### config.mk
export PLATFORM = sky130hd
export DESIGN_NAME = desc_walker
export DESIGN_NICKNAME = d
export VERILOG_FILES = /design/src/rtl/desc_walker_pkg.sv /design/src/rtl/dw_fetch.sv /design/src/rtl/dw_poll_timer.sv /design/src/rtl/desc_walker.sv
export SDC_FILE = /design/constraint.sdc
export NUM_CORES = 1
export LEC_CHECK = 0
export ABC_AREA = 1
export CAP_MARGIN = 10
export CELL_PAD_IN_SITES_DETAIL_PLACEMENT = 1
export CELL_PAD_IN_SITES_GLOBAL_PLACEMENT = 1
export CORE_MARGIN = 3
export CORE_UTILIZATION = 36
export CTS_CLUSTER_DIAMETER = 80
export DETAILED_ROUTE_END_ITERATION = 7
export GPL_TIMING_DRIVEN = 0
export MAX_ROUTING_LAYER = met4
export PLACE_DENSITY_LB_ADDON = 0.2
export SLEW_MARGIN = 10
export SYNTH_ARGS = -nofsm -noshare
export SYNTH_HDL_FRONTEND = slang
export SYNTH_SLANG_ARGS = --single-unit
export TNS_END_PERCENT = 100
### constraint.sdc
create_clock -name clk -period 10.1 [get_ports clk]
set_input_delay 2.02 -clock clk [delete_from_list [all_inputs] [get_ports clk]]
set_output_delay 2.02 -clock clk [all_outputs]
set_load 0.01 [all_outputs]
### src/rtl/desc_walker_pkg.sv
package desc_walker_pkg;

  // useful words of one descriptor, fetched in ascending order
  localparam int FETCH_N   = 5;
  localparam int CTRL_WORD = 7;
  localparam int OWN_BIT   = 7;
  localparam int ERR_BIT   = 0;
  localparam int RSVD_BIT  = 6;

  typedef struct packed {
    logic [31:0] raddr;
    logic [31:0] waddr;
    logic [31:0] nxt;
    logic [15:0] bytes;
    logic [7:0]  rburst;
    logic [7:0]  wburst;
    logic [7:0]  ctrl;
  } desc_t;

  typedef enum logic [2:0] {
    ST_IDLE, ST_FETCH, ST_MOVE, ST_WB, ST_POLL
  } walk_st_e;

  // word offset of the n-th useful word: 0,2,4,6,7
  function automatic logic [2:0] word_ofs(input logic [2:0] n);
    return (n >= 3'(FETCH_N - 1)) ? 3'(CTRL_WORD) : {n[1:0], 1'b0};
  endfunction

endpackage

### src/rtl/dw_fetch.sv
module dw_fetch import desc_walker_pkg::*; #(
  parameter int AW = 32
) (
  input  logic          clk,
  input  logic          rst,
  input  logic          abort,
  input  logic          go,
  input  logic [AW-1:0] base,
  output logic          rd_en,
  output logic [AW-1:0] rd_addr,
  input  logic [31:0]   rd_data,
  output logic          done,
  output desc_t         desc
);

  localparam int IW = 3;

  logic [IW-1:0] iss, cap;
  logic          active, pend;

  always_ff @(posedge clk) begin
    if (rst || abort) begin
      active  <= 1'b0;
      pend    <= 1'b0;
      rd_en   <= 1'b0;
      iss     <= '0;
      cap     <= '0;
      done    <= 1'b0;
      rd_addr <= '0;
    end else begin
      done <= 1'b0;
      pend <= rd_en;
      rd_en <= 1'b0;
      if (go) begin
        active <= 1'b1;
        iss    <= '0;
        cap    <= '0;
      end else if (active && iss < IW'(FETCH_N)) begin
        rd_en   <= 1'b1;
        rd_addr <= base + AW'(word_ofs(iss));
        iss     <= iss + 1'b1;
      end
      if (pend) begin
        case (cap)
          3'd0:    desc.raddr <= rd_data;
          3'd1:    desc.waddr <= rd_data;
          3'd2:    desc.nxt   <= rd_data;
          3'd3:    {desc.wburst, desc.rburst, desc.bytes} <= rd_data;
          default: desc.ctrl  <= rd_data[31:24];
        endcase
        cap <= cap + 1'b1;
        if (cap == IW'(FETCH_N - 1)) begin
          done   <= 1'b1;
          active <= 1'b0;
        end
      end
    end
  end

endmodule

### src/rtl/dw_poll_timer.sv
module dw_poll_timer #(
  parameter int PDW = 8
) (
  input  logic           clk,
  input  logic           rst,
  input  logic           abort,
  input  logic           load,
  input  logic [PDW-1:0] delay,
  output logic           fire
);

  logic [PDW-1:0] cnt;
  logic           run;

  always_ff @(posedge clk) begin
    if (rst || abort) begin
      run  <= 1'b0;
      fire <= 1'b0;
      cnt  <= '0;
    end else begin
      fire <= 1'b0;
      if (load) begin
        cnt <= delay;
        run <= 1'b1;
      end else if (run) begin
        if (cnt == '0) begin
          fire <= 1'b1;
          run  <= 1'b0;
        end else begin
          cnt <= cnt - 1'b1;
        end
      end
    end
  end

endmodule

### src/rtl/desc_walker.sv
module desc_walker import desc_walker_pkg::*; #(
  parameter int AW  = 32,
  parameter int PDW = 8
) (
  input  logic           clk,
  input  logic           rst,
  input  logic           start,
  input  logic           soft_reset,
  input  logic [AW-1:0]  first_ptr,
  input  logic           poll_en,
  input  logic [PDW-1:0] poll_delay,
  input  logic           own_keep,
  input  logic           stop_on_err,
  output logic           rd_en,
  output logic [AW-1:0]  rd_addr,
  input  logic [31:0]    rd_data,
  output logic           wr_en,
  output logic [AW-1:0]  wr_addr,
  output logic [31:0]    wr_data,
  output logic           mv_req,
  output logic [31:0]    mv_raddr,
  output logic [31:0]    mv_waddr,
  output logic [15:0]    mv_bytes,
  output logic [7:0]     mv_rburst,
  output logic [7:0]     mv_wburst,
  output logic [2:0]     mv_flags,
  input  logic           mv_done,
  input  logic [15:0]    mv_xfer,
  input  logic [7:0]     mv_status,
  output logic           busy
);

  localparam logic [AW-1:0] WB_OFS = AW'(CTRL_WORD);

  walk_st_e      st;
  logic [AW-1:0] cur;
  logic          fetch_go, f_done, poll_load, p_fire, last_err;
  desc_t         d;
  logic [7:0]    wb_ctrl, wb_stat;

  dw_fetch #(.AW(AW)) u_fetch (
    .clk(clk), .rst(rst), .abort(soft_reset), .go(fetch_go), .base(cur),
    .rd_en(rd_en), .rd_addr(rd_addr), .rd_data(rd_data),
    .done(f_done), .desc(d)
  );

  dw_poll_timer #(.PDW(PDW)) u_timer (
    .clk(clk), .rst(rst), .abort(soft_reset), .load(poll_load),
    .delay(poll_delay), .fire(p_fire)
  );

  always_comb begin
    wb_ctrl = d.ctrl;
    if (!own_keep) wb_ctrl[OWN_BIT] = 1'b0;
    wb_stat = mv_status;
    wb_stat[RSVD_BIT] = 1'b0;
  end

  always_ff @(posedge clk) begin
    if (rst || soft_reset) begin
      st        <= ST_IDLE;
      busy      <= 1'b0;
      mv_req    <= 1'b0;
      wr_en     <= 1'b0;
      fetch_go  <= 1'b0;
      poll_load <= 1'b0;
      last_err  <= 1'b0;
      cur       <= '0;
      wr_addr   <= '0;
      wr_data   <= '0;
    end else begin
      fetch_go  <= 1'b0;
      poll_load <= 1'b0;
      wr_en     <= 1'b0;
      case (st)
        ST_IDLE: if (start) begin
          cur      <= first_ptr;
          busy     <= 1'b1;
          fetch_go <= 1'b1;
          st       <= ST_FETCH;
        end
        ST_FETCH: if (f_done) begin
          if (d.ctrl[OWN_BIT]) begin
            mv_req    <= 1'b1;
            mv_raddr  <= d.raddr;
            mv_waddr  <= d.waddr;
            mv_bytes  <= d.bytes;
            mv_rburst <= d.rburst;
            mv_wburst <= d.wburst;
            mv_flags  <= d.ctrl[2:0];
            st        <= ST_MOVE;
          end else if (poll_en) begin
            poll_load <= 1'b1;
            st        <= ST_POLL;
          end else begin
            busy <= 1'b0;
            st   <= ST_IDLE;
          end
        end
        ST_MOVE: if (mv_done) begin
          mv_req   <= 1'b0;
          wr_en    <= 1'b1;
          wr_addr  <= cur + WB_OFS;
          wr_data  <= {wb_ctrl, wb_stat, mv_xfer};
          last_err <= mv_status[ERR_BIT];
          st       <= ST_WB;
        end
        ST_WB: begin
          if (stop_on_err && last_err) begin
            busy <= 1'b0;
            st   <= ST_IDLE;
          end else begin
            cur      <= AW'(d.nxt);
            fetch_go <= 1'b1;
            st       <= ST_FETCH;
          end
        end
        ST_POLL: if (p_fire) begin
          fetch_go <= 1'b1;
          st       <= ST_FETCH;
        end
        default: st <= ST_IDLE;
      endcase
    end
  end

endmodule


==> impl_metrics.json <==
{
  "arrival_ns": 5.36,
  "antenna_found_initial": 11,
  "power_density_nw_per_um2": 167,
  "rsz0062_at_grt": "no",
  "hold_ws_ns": 0.415,
  "period_minus_slack_ns": 5.10,
  "finalCritPeriodShare": 0.505,
  "crit_path_max_fanout": 12,
  "cts_setup_buffers": 0,
  "yosysUniqueCellTypes": 42,
  "drt-total-wl_um": 48400,
  "drive_gt1_frac": 0.101,
  "cts_tree": "done",
  "leakage_uw": 0.00751,
  "synth_area_um2": 15000,
  "via_per_inst": 4.85,
  "synth_nets": 1515,
  "clk_latency_ns": 0.58,
  "syn_inst": 1398,
  "htree_num_levels": 2,
  "start_util": 0.366,
  "core-area_um2": 41000,
  "seq_area_frac_synth": 0.676,
  "finalHoldViolCount": 0,
  "ant_nets": 0,
  "synth_top_area_frac": 0.470,
  "ys.flop_type": "edfxtp_1",
  "slew_headroom": 0.443,
  "drt_iter0_markers": 539,
  "synthArstFlopShare": 0,
  "peakVddDrop_uv": 134,
  "grt_pass1_vias": 11900,
  "drc": 0,
  "nets": 1880,
  "dr.pass1.iters": 5,
  "syn_to_final_growth_pct": 35.5,
  "cp-end-kind": "flip-flop",
  "hold_class": "reg -> reg",
  "clkTransAtPathRegs_ns": 0.06,
  "ctsHoldBuffers": 0,
  "cap_violations": 0,
  "finClkSkew_ns": 0.0241,
  "die_w_um": 210,
  "dieArea_um2": 44200,
  "drv_slew": 0,
  "ys_ff_latch": 390,
  "synth.area.top_cells": "edfxtp_1, dfxtp_1, nand2_1, nand3_1, o21ai_0",
  "yosysWarnings": 0,
  "post_drt_wl_per_cell_um": 20.7,
  "io_pins": 303,
  "grt_max_degree": 26,
  "grt_pass1_wl_um": 72300,
  "max_freq_mhz": 196,
  "clockBufferDepth": 3,
  "grt_util_all_layers": 0.223,
  "yosysTopAreaCell": "edfxtp_1",
  "overflow": 0,
  "fin_util": 0.496,
  "synth.cells.most_frequent": "nand2_1, edfxtp_1, dfxtp_1",
  "critPathLaunchType": "primary input",
  "rows": 74,
  "worstPathRequired_ns": 10.35,
  "crit_type": "in -> reg",
  "finalSetupViolCount": 0,
  "yosysMostFrequentCell": "nand2_1",
  "num_vias": 11400,
  "synth-edff-count": 235,
  "cts_resized": 0,
  "worst_pin_slew_ns": 0.832,
  "dp_hpwl_um": 36700,
  "gp_congestion": 0.886,
  "power_uw": 3410,
  "die_h_um": 210,
  "synth_area_per_cell_um2": 10.7,
  "nFillCells": 4468,
  "portBuffers": 300,
  "outcome": "finished, final reports clean",
  "cts.root.buffer_cell": "clkbuf_16",
  "clock-sinks": 390,
  "numCtsBuffers": 42
}
==> routing by layer <==
| layer | GRT usage | vias to the layer above | routed length [um] |
|---|---|---|---|
| li1 | - | 5480 | - |
| met1 | 0.260 | 5538 | 20100 |
| met2 | 0.370 | 253 | 23600 |
| met3 | 0.0619 | 84 | 3260 |
| met4 | 0.0811 | 0 | 1540 |
| met5 | - | - | 0 |
==> layout make-up <==
class | instances | area, um2 | share of cell area
clock buffers | 52 | 1120 | 0.0550
diodes | 11 | 27.5 | 0.00135
plain buffers | 54 | 287 | 0.0141
well taps | 532 | 666 | 0.0327
multi-input cells | 829 | 4130 | 0.203
repair buffers | 321 | 3190 | 0.157
clock inverters | 26 | 298 | 0.0146
flip-flops and latches | 390 | 10200 | 0.499
inverters | 125 | 472 | 0.0232
==> stage by stage <==
step                instances  setup WS [ns]  TNS (ns)  cell area [um2]
finish                   2340           5.00         0            20400
global route             2340           4.71         0            20400
CTS                      2329           4.92         0            20300
detailed placement       2251           4.34         0            18900
global placement         2230          -4.25   -418.61            18700
floorplan                1398         0.0609         0            15000
==> kinds of logic after synthesis <==
logic type | after synthesis | synth area share
simple gates | 586 | 0.172
other cells | 1 | 0.000250
flops | 390 | 0.676
compound gates | 213 | 0.0805
fa+ha+maj | 13 | 0.0113
xor+xnor | 16 | 0.00933
buf+inv | 179 | 0.0505
==> critical path: stages <==
cell             delay, ns
clkdlybuf4s50_1       0.40
nor2_1                0.25
buf_2                 0.33
clkinv_1              0.30
nor3_2                0.38
buf_4                 0.27
buf_4                 0.23
buf_4                 0.24
buf_6                 0.20
buf_4                 0.23
buf_4                 0.23
buf_4                 0.24
==> worst paths after layout <==
check | startpoint | to | slack [ns] | cells after the start
hold reg to reg | u_fetch.desc[122]$_DFFE_PP_ | mv_raddr[18]$_DFFE_PP_ | 0.42 | 0
hold / removal | u_fetch.desc[122]$_DFFE_PP_ | mv_raddr[18]$_DFFE_PP_ | 0.42 | 0
setup / recovery | soft_reset | mv_waddr[15]$_DFFE_PP_ | 5.00 | 12
setup reg to reg | st[1]$_SDFFE_PP0P_ | mv_waddr[15]$_DFFE_PP_ | 6.96 | 11
==> power by group <==
group / internal [uW] / leakage (uW) / total, uW / switching, uW
registers: 1690 / 0.00336 / 1700 / 18.0
clock network: 926 / 0.000692 / 1580 / 651
logic: 59.2 / 0.00346 / 127 / 67.9
total: 2670 / 0.00751 / 3410 / 736
==> cell usage in the layout, fill, tap and decap left out, drive strengths merged, types with 2 or more instances in the layout <==
master / Yosys / routed
xor2: 13 / 13
dfxtp: 155 / 155
clkdlybuf4s50: 0 / 300
nor3: 5 / 5
or2: 2 / 2
clkinvlp: 0 / 2
a21oi: 35 / 35
diode: 0 / 11
o21a: 25 / 25
nand3: 126 / 126
o21ai: 110 / 110
edfxtp: 235 / 235
inv: 123 / 126
clkinv: 2 / 18
xnor2: 3 / 3
nand2: 289 / 289
nor3b: 4 / 4
nor2: 153 / 153
nor4: 2 / 2
ha: 12 / 12
nand3b: 3 / 3
o21bai: 4 / 4
clkbuf: 21 / 73
bufinv: 0 / 5
a31oi: 36 / 36
buf: 33 / 54
==> sequential cells by signal (all words and copies together) (netlist names), 3 cells and up <==
register,cells
cur,32
mv_bytes,16
mv_flags,3
mv_raddr,32
mv_rburst,8
mv_waddr,32
mv_wburst,8
st,3
u_fetch.cap,3
u_fetch.desc,136
u_fetch.iss,3
u_fetch.rd_addr,32
u_timer.cnt,8
wr_addr,32
wr_data,31
Note: power is estimated with default switching activity, not from simulation.
